<file path="config.mk">
export PLATFORM = sky130hd
export DESIGN_NAME = swrst_gate
export DESIGN_NICKNAME = d
export VERILOG_FILES = /design/src/rtl/swrst_pkg.sv /design/src/rtl/swrst_addr_dec.sv /design/src/rtl/swrst_key_seq.sv /design/src/rtl/swrst_trig_reg.sv /design/src/rtl/swrst_gate.sv
export SDC_FILE = /design/constraint.sdc
export NUM_CORES = 1
export LEC_CHECK = 0
export ABC_AREA = 0
export BUFFER_PORTS_ARGS = -buffer_cell sky130_fd_sc_hd__buf_2
export CAP_MARGIN = 20
export CORE_UTILIZATION = 47
export DETAILED_ROUTE_END_ITERATION = 8
export GPL_ROUTABILITY_DRIVEN = 1
export GPL_TIMING_DRIVEN = 0
export PLACE_DENSITY_LB_ADDON = 0.08
export REMOVE_ABC_BUFFERS = 1
export SYNTH_ARGS = -nofsm -noshare
export SYNTH_HDL_FRONTEND = slang
export SYNTH_SLANG_ARGS = --single-unit
</file>
<file path="constraint.sdc">
create_clock -name clk_i -period 3.7 [get_ports clk_i]
set_input_delay 0.37 -clock clk_i [delete_from_list [all_inputs] [get_ports clk_i]]
set_output_delay 0.37 -clock clk_i [all_outputs]
set_load 0.03 [all_outputs]
</file>
<file path="src/rtl/swrst_pkg.sv">
package swrst_pkg;
  typedef enum logic [1:0] {
    SEQ_IDLE = 2'd0,
    SEQ_K1   = 2'd1,
    SEQ_K2   = 2'd2,
    SEQ_OPEN = 2'd3
  } seq_st_e;
endpackage

</file>
<file path="src/rtl/swrst_addr_dec.sv">
module swrst_addr_dec #(
  parameter int unsigned ADDR_W = 8,
  parameter logic [ADDR_W-1:0] KEY_ADDR  = 8'hF7,
  parameter logic [ADDR_W-1:0] TRIG_ADDR = 8'hE7
) (
  input  logic              wr_en_i,
  input  logic [ADDR_W-1:0] wr_addr_i,
  output logic              key_wr_o,
  output logic              trig_wr_o
);
  assign key_wr_o  = wr_en_i && (wr_addr_i == KEY_ADDR);
  assign trig_wr_o = wr_en_i && (wr_addr_i == TRIG_ADDR);
endmodule

</file>
<file path="src/rtl/swrst_key_seq.sv">
module swrst_key_seq
  import swrst_pkg::*;
#(
  parameter int unsigned DATA_W = 8,
  parameter logic [DATA_W-1:0] KEY0 = 8'h55,
  parameter logic [DATA_W-1:0] KEY1 = 8'hAA,
  parameter logic [DATA_W-1:0] KEY2 = 8'h5A
) (
  input  logic              clk_i,
  input  logic              rst_ni,
  input  logic              key_wr_i,
  input  logic              trig_wr_i,
  input  logic [DATA_W-1:0] data_i,
  output logic              open_o
);
  seq_st_e st_q, st_d;

  always_comb begin
    st_d = st_q;
    if (key_wr_i) begin
      unique case (st_q)
        SEQ_K1:  st_d = (data_i == KEY1) ? SEQ_K2 : SEQ_IDLE;
        SEQ_K2:  st_d = (data_i == KEY2) ? SEQ_OPEN : SEQ_IDLE;
        default: st_d = SEQ_IDLE;
      endcase
      // a mismatching 55h restarts as first key
      if (st_d == SEQ_IDLE && data_i == KEY0) st_d = SEQ_K1;
    end else if (trig_wr_i && st_q == SEQ_OPEN) begin
      st_d = SEQ_IDLE;
    end
  end

  always_ff @(posedge clk_i or negedge rst_ni) begin
    if (!rst_ni) st_q <= SEQ_IDLE;
    else         st_q <= st_d;
  end

  assign open_o = (st_q == SEQ_OPEN);
endmodule

</file>
<file path="src/rtl/swrst_trig_reg.sv">
module swrst_trig_reg #(
  parameter int unsigned DATA_W = 8,
  parameter logic [DATA_W-1:0] TRIG_VAL = 8'hFF
) (
  input  logic              clk_i,
  input  logic              rst_ni,
  input  logic              trig_wr_i,
  input  logic              open_i,
  input  logic [DATA_W-1:0] data_i,
  output logic              req_o,
  output logic [DATA_W-1:0] val_o
);
  logic grant;
  logic req_q;
  logic [DATA_W-1:0] val_q;

  assign grant = trig_wr_i && open_i;

  always_ff @(posedge clk_i or negedge rst_ni) begin
    if (!rst_ni) begin
      req_q <= 1'b0;
      val_q <= '0;
    end else begin
      req_q <= grant && (data_i == TRIG_VAL);
      if (grant)      val_q <= data_i;
      else if (req_q) val_q <= '0;  // self-clear at end of request
    end
  end

  assign req_o = req_q;
  assign val_o = val_q;
endmodule

</file>
<file path="src/rtl/swrst_gate.sv">
module swrst_gate #(
  parameter int unsigned ADDR_W = 8,
  parameter int unsigned DATA_W = 8,
  parameter logic [ADDR_W-1:0] KEY_ADDR  = 8'hF7,
  parameter logic [ADDR_W-1:0] TRIG_ADDR = 8'hE7,
  parameter logic [DATA_W-1:0] KEY0 = 8'h55,
  parameter logic [DATA_W-1:0] KEY1 = 8'hAA,
  parameter logic [DATA_W-1:0] KEY2 = 8'h5A,
  parameter logic [DATA_W-1:0] TRIG_VAL = 8'hFF
) (
  input  logic              clk_i,
  input  logic              rst_ni,
  input  logic              wr_en_i,
  input  logic [ADDR_W-1:0] wr_addr_i,
  input  logic [DATA_W-1:0] wr_data_i,
  output logic              sreset_req_o,
  output logic              unlocked_o,
  output logic [DATA_W-1:0] trig_val_o
);
  logic key_wr, trig_wr, open;

  swrst_addr_dec #(.ADDR_W(ADDR_W), .KEY_ADDR(KEY_ADDR), .TRIG_ADDR(TRIG_ADDR)) u_dec (
    .wr_en_i   (wr_en_i),
    .wr_addr_i (wr_addr_i),
    .key_wr_o  (key_wr),
    .trig_wr_o (trig_wr)
  );

  swrst_key_seq #(.DATA_W(DATA_W), .KEY0(KEY0), .KEY1(KEY1), .KEY2(KEY2)) u_seq (
    .clk_i     (clk_i),
    .rst_ni    (rst_ni),
    .key_wr_i  (key_wr),
    .trig_wr_i (trig_wr),
    .data_i    (wr_data_i),
    .open_o    (open)
  );

  swrst_trig_reg #(.DATA_W(DATA_W), .TRIG_VAL(TRIG_VAL)) u_trig (
    .clk_i     (clk_i),
    .rst_ni    (rst_ni),
    .trig_wr_i (trig_wr),
    .open_i    (open),
    .data_i    (wr_data_i),
    .req_o     (sreset_req_o),
    .val_o     (trig_val_o)
  );

  assign unlocked_o = open;
endmodule

</file>
==> impl_metrics.toml, run 1 <==
[route]
wire_per_inst_um = 12.7
first_pass_iters = 4
drcViolationCount = 0
via_per_inst = 5.35
dr.first_iter.drc_count = 5
drtAntennaViolNets = 0
drt-total-wl_um = 1260
num_vias = 530

[yosys]
synth.most_common_cell = "dfrtp_1"
avgSynthCellArea_sq_um = 12.2
yosysTopAreaCellShare_pct = 43.6
synth_area_leaders = "dfrtp_1 (44%), mux2_2 (14%), nor2b_1 (7.9%)"
synth_ff_type = "dfrtp_1"
synthCells = 52
synth_edf_count = 0
ys_warn_count = 0
synthTopCellsByCount = "dfrtp_1 (11), mux2_2 (8), nor2b_1 (8)"
synthArstFlopShare_pct = 100
ys_seq_area_share_pct = 43.6
yosysTopAreaCell = "dfrtp_1"
synth-seq-cells = 11
yosysUniqueCellTypes = 18
syn_area_sq_um = 632

[critical_path]
crit_fanout = 9
path_class = "reg2reg"
crit_chain = "ha_1 -> nor4b_4 -> mux2_2"
crit_buf_inv = 0
arrival_ps = 1770
slowest_delay_ps = 510
cp_slowest_cell = "nor4b_4"
critical-path-top-delay-family = "simple AND/OR/NAND/NOR gates"
startpoint_type = "register"
critPathCaptureType = "register"
worstPathRequired_ps = 3850

[clock_network]
cts_root_buf = "clkbuf_4"
postCtsSetupBuffers = 0
clk_pin_slew_worst_paths_ps = 70
htree_levels = 1
clk_path_buf_depth = 2
cts_resized = 0
numCtsBuffers = 3
worstSkewPairLatency_ps = 270
cts_tree = "yes"
cts.sinks = 11

[global_routing]
grt_max_degree = 12
antenna_found_initial = 0
grt_pass1_wl_um = 1950
overflow = 0
grt_pass1_vias = 476
grtUsageTotal_pct = 20.0

[sta]
fin_skew_ps = 4.45
rsz0062_at_grt = "false"
setup_tns_ps = 0
slew_violations = 0
period_minus_slack_ps = 1610
tightest_slew_ps = 572
hold_viol = 0
fmax_mhz = 620
slew_headroom_pct = 61.7
setup_violations = 0
finalCritPeriodShare_pct = 43.6

[die]
rows = 12
top_level_ports = 29
die_w_um = 38.7
start_util_pct = 54.0
dieArea_sq_mm = 0.00149
core_sq_mm = 0.00117
die_h_um = 38.7

[pwr]
vdd_drop_max_uv = 196
totalPowerFinal_w = 0.000274
comb_power_share_pct = 22.4
internal_power_w = 0.000196
clockPowerShare_pct = 29.6
p_leak_nw = 0.447
p_sw_w = 0.0000781
swShare_pct = 28.5
power.density_mw_per_mm2 = 331
seqPwrFrac_pct = 48.0

[finish]
syn2layout_area_growth_pct = 30.7
antenna_cells = 0
seqCellArea_sq_um = 275
nets = 108
multi_input_area_sq_um = 349
num-fill-cells = 91
final_layout_size_suffix_gt1_share_pct = 50.6

[run]
maxCapViolations = 0

[placement]
hpwlAfterDp_um = 1020
io_buffer_count = 28
gp_congestion = 0.742

[min_path]
min_path_type = "in2reg"

[outcome]
outcome = "finished clean"
==> worst paths after layout <==
check	startpoint	endpoint	slack, ps	depth (start not counted)
worst max-delay path	u_seq.st_q[0]	u_trig.val_o[6]	2090	3
worst min-delay path	wr_data_i[4]	u_trig.val_o[4]	380	2
worst max register to register	u_seq.st_q[0]	u_trig.val_o[6]	2090	3
worst min register to register	u_seq.st_q[1]	u_seq.st_q[1]	590	2
max in group asynchronous	rst_ni	u_seq.st_q[0]	3010	2
min in group asynchronous	rst_ni	u_trig.val_o[5]	490	2
==> power groups by stage <==
stage / registers (W) / logic [W] / clock network [W]
2_1_floorplan: 0.000141 / 0.0000275 / 0
3_3_place_gp: 0.000133 / 0.0000600 / 0
3_5_place_dp: 0.000134 / 0.0000609 / 0
4_1_cts: 0.000131 / 0.0000621 / 0.0000849
5_1_grt: 0.000132 / 0.0000676 / 0.0000924
6_report: 0.000131 / 0.0000614 / 0.0000810
==> cells by family after synthesis <==
| kind of cell | after synthesis | synth area share [%] |
|---|---|---|
| compound gates | 4 | 5.35 |
| fa+ha+maj | 3 | 5.94 |
| buf+inv | 2 | 1.19 |
| flops | 11 | 43.6 |
| mux | 8 | 14.3 |
| simple gates | 24 | 29.7 |
==> final cells by class <==
class                   instances  share of cell area, %
multi-input cells              39                   42.3
flip-flops and latches         11                   33.3
repair buffers                 29                   18.2
clock buffers                   4                   3.18
well taps                      14                   2.12
inverters                       2                  0.909
==> cell usage in the layout, fill, tap and decap left out <==
cell,n
nand2_1,1
or2_2,1
and2_2,1
buf_2,28
nor4bb_1,3
mux2_2,8
nand4b_4,1
a32oi_1,1
o32ai_1,2
dfrtp_1,11
nand3b_1,1
clkbuf_1,1
clkbuf_4,3
dlygate4sd3_1,1
inv_1,2
nand4_1,3
nor2_1,3
nor4b_4,1
nor3_1,1
a22oi_1,1
ha_1,3
nor2b_1,8
==> state kept, by name, summed over array words and instances, names as in the netlist <==
name	cells
u_seq.st_q	2
u_trig.req_o	1
u_trig.val_o	8
==> worst register-to-register path: stages (launching register included) <==
cell and delay (ps):
dfrtp_1 380, ha_1 210, nor4b_4 510, mux2_2 410
==> metrics by stage <==
stage / area [sq um] / setup WS [ps] / hold slack [ps] / utilization [%] / instances
6_report: 826 / 2090 / 379 / 70.5 / 99
5_1_grt: 826 / 1990 / 365 / 70.5 / 99
4_1_cts: 826 / 2070 / 374 / 70.5 / 99
3_5_place_dp: 790 / 1940 / 248 / 67.4 / 94
3_3_place_gp: 790 / 1930 / 247 / 67.4 / 94
2_1_floorplan: 632 / 2010 / 74.4 / - / 52
==> what timing repair did <==
| action | CTS | global route |
|---|---|---|
| hold buffers | 1 | 0 |
| hold endpoints to repair | 11 | 0 |
| setup endpoints to repair | 0 | 0 |
==> layer usage <==
| layer | vias to the layer above | wire, um | global-route usage [%] |
|---|---|---|---|
| met4 | 0 | 21 | 10.3 |
| li1 | 262 | - | - |
| met3 | 2 | 82 | 8.09 |
| met1 | 245 | 566 | 23.6 |
| met5 | - | 0 | 0 |
| met2 | 21 | 588 | 30.8 |
Power figures use the tool's default switching activity.
==> run 2, diff against run 1 <==
--- a/config.mk
+++ b/config.mk
@@ -8,7 +8,7 @@
 export ABC_AREA = 0
 export BUFFER_PORTS_ARGS = -buffer_cell sky130_fd_sc_hd__buf_2
 export CAP_MARGIN = 20
-export CORE_UTILIZATION = 47
+export CORE_UTILIZATION = 44
 export DETAILED_ROUTE_END_ITERATION = 8
 export GPL_ROUTABILITY_DRIVEN = 1
 export GPL_TIMING_DRIVEN = 0
==> constraint.sdc (replaced) <==
create_clock -name clk_i -period 1.5 [get_ports clk_i]
set_input_delay 0.15 -clock clk_i [delete_from_list [all_inputs] [get_ports clk_i]]
set_output_delay 0.15 -clock clk_i [all_outputs]
set_load 0.03 [all_outputs]
==> impl_metrics.toml, run 2 (same netlist as run 1, synthesis figures left out) <==
[clock_network]
cts.sinks = 11
worstSkewPairLatency_ps = 270
htree_levels = 1
cts_root_buf = "clkbuf_4"
numCtsBuffers = 3
cts_tree = "yes"
clk_path_buf_depth = 2
clk_pin_slew_worst_paths_ps = 70

[route]
via_per_inst = 5.30
wire_per_inst_um = 12.9
drtAntennaViolNets = 0
drt-total-wl_um = 1350
wl_met2_um = 655
wl_met3_um = 72
first_pass_iters = 4
wl_met1_um = 607
drcViolationCount = 0
dr.max_layer_used = "met4"
num_vias = 557
dr.first_iter.drc_count = 10

[placement]
placed_area_sq_um = 791
io_buffer_count = 28
pre_cts_ws_ps = -154
gp_congestion = 0.695
hpwlAfterDp_um = 1030

[finish]
antenna_cells = 0
multi_input_area_sq_um = 352
nets = 113
final_layout_size_suffix_gt1_share_pct = 54.4
layout_commonest_cell = "buf_2"
fin_area_sq_um = 867
largest_reg_flops = 8
seqCellArea_sq_um = 275
num-fill-cells = 112
mostFrequentLayoutCells = "buf_2 (28), dfrtp_1 (11), nor2b_1 (8), mux2_2 (8), buf_4 (5)"
syn2layout_area_growth_pct = 37.2

[die]
top_level_ports = 29
die_h_um = 39.9
rows = 13
dieArea_sq_mm = 0.00159
core_sq_mm = 0.00132
start_util_pct = 48.0
die_w_um = 39.9

[global_routing]
grt_max_degree = 12
overflow = 0
grtUsageTotal_pct = 19.5
antenna_found_initial = 0
grt_pass1_wl_um = 1960
grt_pass1_vias = 449

[run]
maxCapViolations = 0

[critical_path]
worstPathRequired_ps = 1650
arrival_ps = 1560
critPathCaptureType = "register"
rrSetupSlack_ps = 90
path_class = "reg2reg"
crit_fanout = 5
startpoint_type = "register"

[sta]
rsz0062_at_grt = "false"
setup_tns_ps = 0
slew_headroom_pct = 77.7
tightest_slew_ps = 330
slew_violations = 0
setup_violations = 0
fmax_mhz = 709
worst_slack_ps = 89.5
finalCritPeriodShare_pct = 94.0
period_minus_slack_ps = 1410
fin_skew_ps = 4.56
hold_viol = 0

[pwr]
p_leak_nw = 0.470
vdd_drop_max_uv = 583
power.density_mw_per_mm2 = 807

[outcome]
outcome = "finished clean"

[min_path]
min_path_type = "in2reg"
## run 2: cell count changes in the layout (fill, tap and decap cells not counted)
cell	before	now
ha_1	3	2
ha_2	0	1
buf_4	0	5
## run 2: critical path, cell delays in order (launching register included)
cell     delay, ps
dfrtp_1        360
ha_2           200
nor4b_4        210
buf_4          190
mux2_2         340
## run 2: repair_timing
action	in CTS	in global routing
setup buffers	2	3
resized for setup	0	1
endpoints found under the hold margin	11	0
hold buffers	1	0
setup endpoints to repair	8	8
## run 2: path summary, 6_finish.rpt
kind,from,endpoint,depth (start not counted)
max,u_seq.st_q[0],u_trig.val_o[6],4
min,wr_data_i[5],u_trig.val_o[5],2
max reg2reg,u_seq.st_q[0],u_trig.val_o[6],4
min reg2reg,u_trig.val_o[4],u_trig.val_o[4],2
max in group asynchronous,rst_ni,u_seq.st_q[0],2
min in group asynchronous,rst_ni,u_trig.val_o[7],2
## run 2: layout make-up
cell class                      instances  share of cell area (%)
Tap cell                               15                    2.16
Multi-Input combinational cell         39                    40.5
Clock buffer                            4                    3.03
Sequential cell                        11                    31.7
Inverter                                2                   0.866
Timing Repair Buffer                   34                    21.6
## run 2: per-stage QoR
stage / std cells / total power (W) / hold slack, ps / util (%)
floorplan: 52 / 0.000417 / -146 / -
global placement: 95 / 0.000478 / 32.7 / 60.0
detailed placement: 95 / 0.000482 / 37.1 / 60.0
CTS: 102 / 0.000686 / 154 / 63.9
global route: 105 / 0.000736 / 154 / 65.8
finish: 105 / 0.000700 / 154 / 65.8
## run 2: routing by layer
metal,vias to the layer above,global-route usage (%)
met3,2,5.11
met4,0,7.76
met2,23,31.0
li1,270,-
met5,-,0
met1,262,24.4
## run 2: where the power goes
| part | internal [W] | total, W | switching [W] |
|---|---|---|---|
| Clock | 0.000103 | 0.000205 | 0.000102 |
| Combinational | 0.0000798 | 0.000173 | 0.0000927 |
| Sequential | 0.000313 | 0.000322 | 0.00000863 |
==> run 3, diff against run 2 <==
--- a/config.mk
+++ b/config.mk
@@ -6,14 +6,16 @@
 export NUM_CORES = 1
 export LEC_CHECK = 0
 export ABC_AREA = 0
-export BUFFER_PORTS_ARGS = -buffer_cell sky130_fd_sc_hd__buf_2
 export CAP_MARGIN = 20
-export CORE_UTILIZATION = 44
+export CORE_AREA = 2 2 39 41
 export DETAILED_ROUTE_END_ITERATION = 8
+export DIE_AREA = 0 0 41 43
+export DONT_BUFFER_PORTS = 1
 export GPL_ROUTABILITY_DRIVEN = 1
 export GPL_TIMING_DRIVEN = 0
 export PLACE_DENSITY_LB_ADDON = 0.08
 export REMOVE_ABC_BUFFERS = 1
+export SKIP_CTS_REPAIR_TIMING = 1
 export SYNTH_ARGS = -nofsm -noshare
 export SYNTH_HDL_FRONTEND = slang
 export SYNTH_SLANG_ARGS = --single-unit
==> impl_metrics.toml, run 3 (same netlist as run 1, synthesis figures left out) <==
[outcome]
outcome = "finished, violations left"
violations = "setup timing"

[placement]
gp_congestion = 0.714
pre_cts_ws_ps = -420
io_buffer_count = 0

[critical_path]
critPathCaptureType = "register"
r2r-start = "u_seq.st_q[1]"
worstReg2RegEnd = "u_trig.val_o[5]"
rrSetupSlack_ps = -3
worstPathRequired_ps = 1660
startpoint_type = "register"
crit_fanout = 3
arrival_ps = 1660
path_class = "reg2reg"
reg2regPathDepth = 4

[min_path]
hold_end = "u_seq.st_q[0]"
min_path_type = "in2reg"
min_from = "wr_addr_i[4]"
min_path_cells = 2

[sta]
fmax_mhz = 665
slew_headroom_pct = 64.0
slew_violations = 0
rsz0062_at_grt = "true"
setup_violations = 1
fin_skew_ps = 0.753
hold_viol = 0
period_minus_slack_ps = 1500
setup_tns_ps = -2.90
tightest_slew_ps = 540
worst_slack_ps = -2.90
holdWs_ps = 18.7
finalCritPeriodShare_pct = 100

[die]
start_util_pct = 45.7
top_level_ports = 29
dieArea_sq_mm = 0.00176
die_h_um = 43
die_w_um = 41
core_sq_mm = 0.00138
rows = 14

[global_routing]
antenna_found_initial = 0
grt_pass1_vias = 499
grt_max_degree = 12
grtUsageTotal_pct = 18.5
grt_pass1_wl_um = 2100
overflow = 0

[route]
drt-total-wl_um = 1390
wire_per_inst_um = 18.1
via_per_inst = 5.81
dr.first_iter.drc_count = 0
drtAntennaViolNets = 0
num_vias = 447
drcViolationCount = 0
first_pass_iters = 1

[finish]
utilization_pct = 53.6
mostFrequentLayoutCells = "dfrtp_1 (11), nor2b_1 (8), mux2_2 (6)"
final_layout_size_suffix_gt1_share_pct = 32.8
layout_commonest_cell = "dfrtp_1"
largest_reg_flops = 8
num-fill-cells = 130
multi_input_area_sq_um = 369
nets = 84
antenna_cells = 0
seqCellArea_sq_um = 275
syn2layout_area_growth_pct = 17.4

[clock_network]
cts.sinks = 11
numCtsBuffers = 3
cts_root_buf = "clkbuf_4"
clk_path_buf_depth = 2
htree_levels = 1
clk_pin_slew_worst_paths_ps = 70
cts_tree = "yes"
worstSkewPairLatency_ps = 270

[run]
maxCapViolations = 0

[pwr]
p_leak_nw = 0.347
power.density_mw_per_mm2 = 891
vdd_drop_max_uv = 512
==> run 3: cell count changes in the layout (fill, tap and decap cells not counted), sizes merged <==
cell	change
buf	-29
==> run 3: report_power, final <==
group	switching (W)	leakage [nW]	total [W]	internal [W]
Sequential	0.0000342	0.144	0.000347	0.000313
Combinational	0.0000486	0.188	0.000108	0.0000593
Clock	0.000102	0.0150	0.000205	0.000103
==> run 3: area by class of cell <==
class	instances	area share (%)
clock buffers	4	3.54
inverters	2	1.01
multi-input cells	39	49.7
flip-flops and latches	11	37.1
well taps	16	2.70
repair buffers	5	5.90
==> run 3: critical path: stages, from the launching register on <==
cell and delay, ps:
dfrtp_1 390, ha_4 220, nor4b_4 260, buf_4 190, mux2_2 330
==> run 3: how the worst max path moves through the flow <==
stage | slack [ps] | depth (start not counted) | to | startpoint
2_1_floorplan | -190 | 3 | u_trig.val_o[0] | u_seq.st_q[0]
3_3_place_gp | -330 | 3 | u_trig.val_o[6] | u_seq.st_q[0]
3_5_place_dp | -420 | 3 | u_trig.val_o[0] | u_seq.st_q[1]
4_1_cts | -430 | 3 | u_trig.val_o[0] | u_seq.st_q[1]
5_1_grt | -50 | 4 | u_trig.val_o[5] | u_seq.st_q[1]
6_report | -3 | 4 | u_trig.val_o[5] | u_seq.st_q[1]
==> run 3: through the flow <==
step	cell area [sq um]	cells	power, W
global route	742	77	0.000695
detailed placement	652	68	0.000431
floorplan	632	52	0.000417
CTS	678	72	0.000642
finish	742	77	0.000661
global placement	652	68	0.000424
==> run 3: routing by layer <==
| layer | wire (um) | vias to the layer above | share of wire, % | GRT usage (%) |
|---|---|---|---|---|
| met3 | 115 | 2 | 8.2 | 6.81 |
| met2 | 792 | 18 | 57 | 28.4 |
| met4 | 8 | 0 | 0.57 | 12.0 |
| met5 | 0 | - | 0 | 0 |
| li1 | - | 211 | - | - |
| met1 | 478 | 216 | 34 | 20.1 |
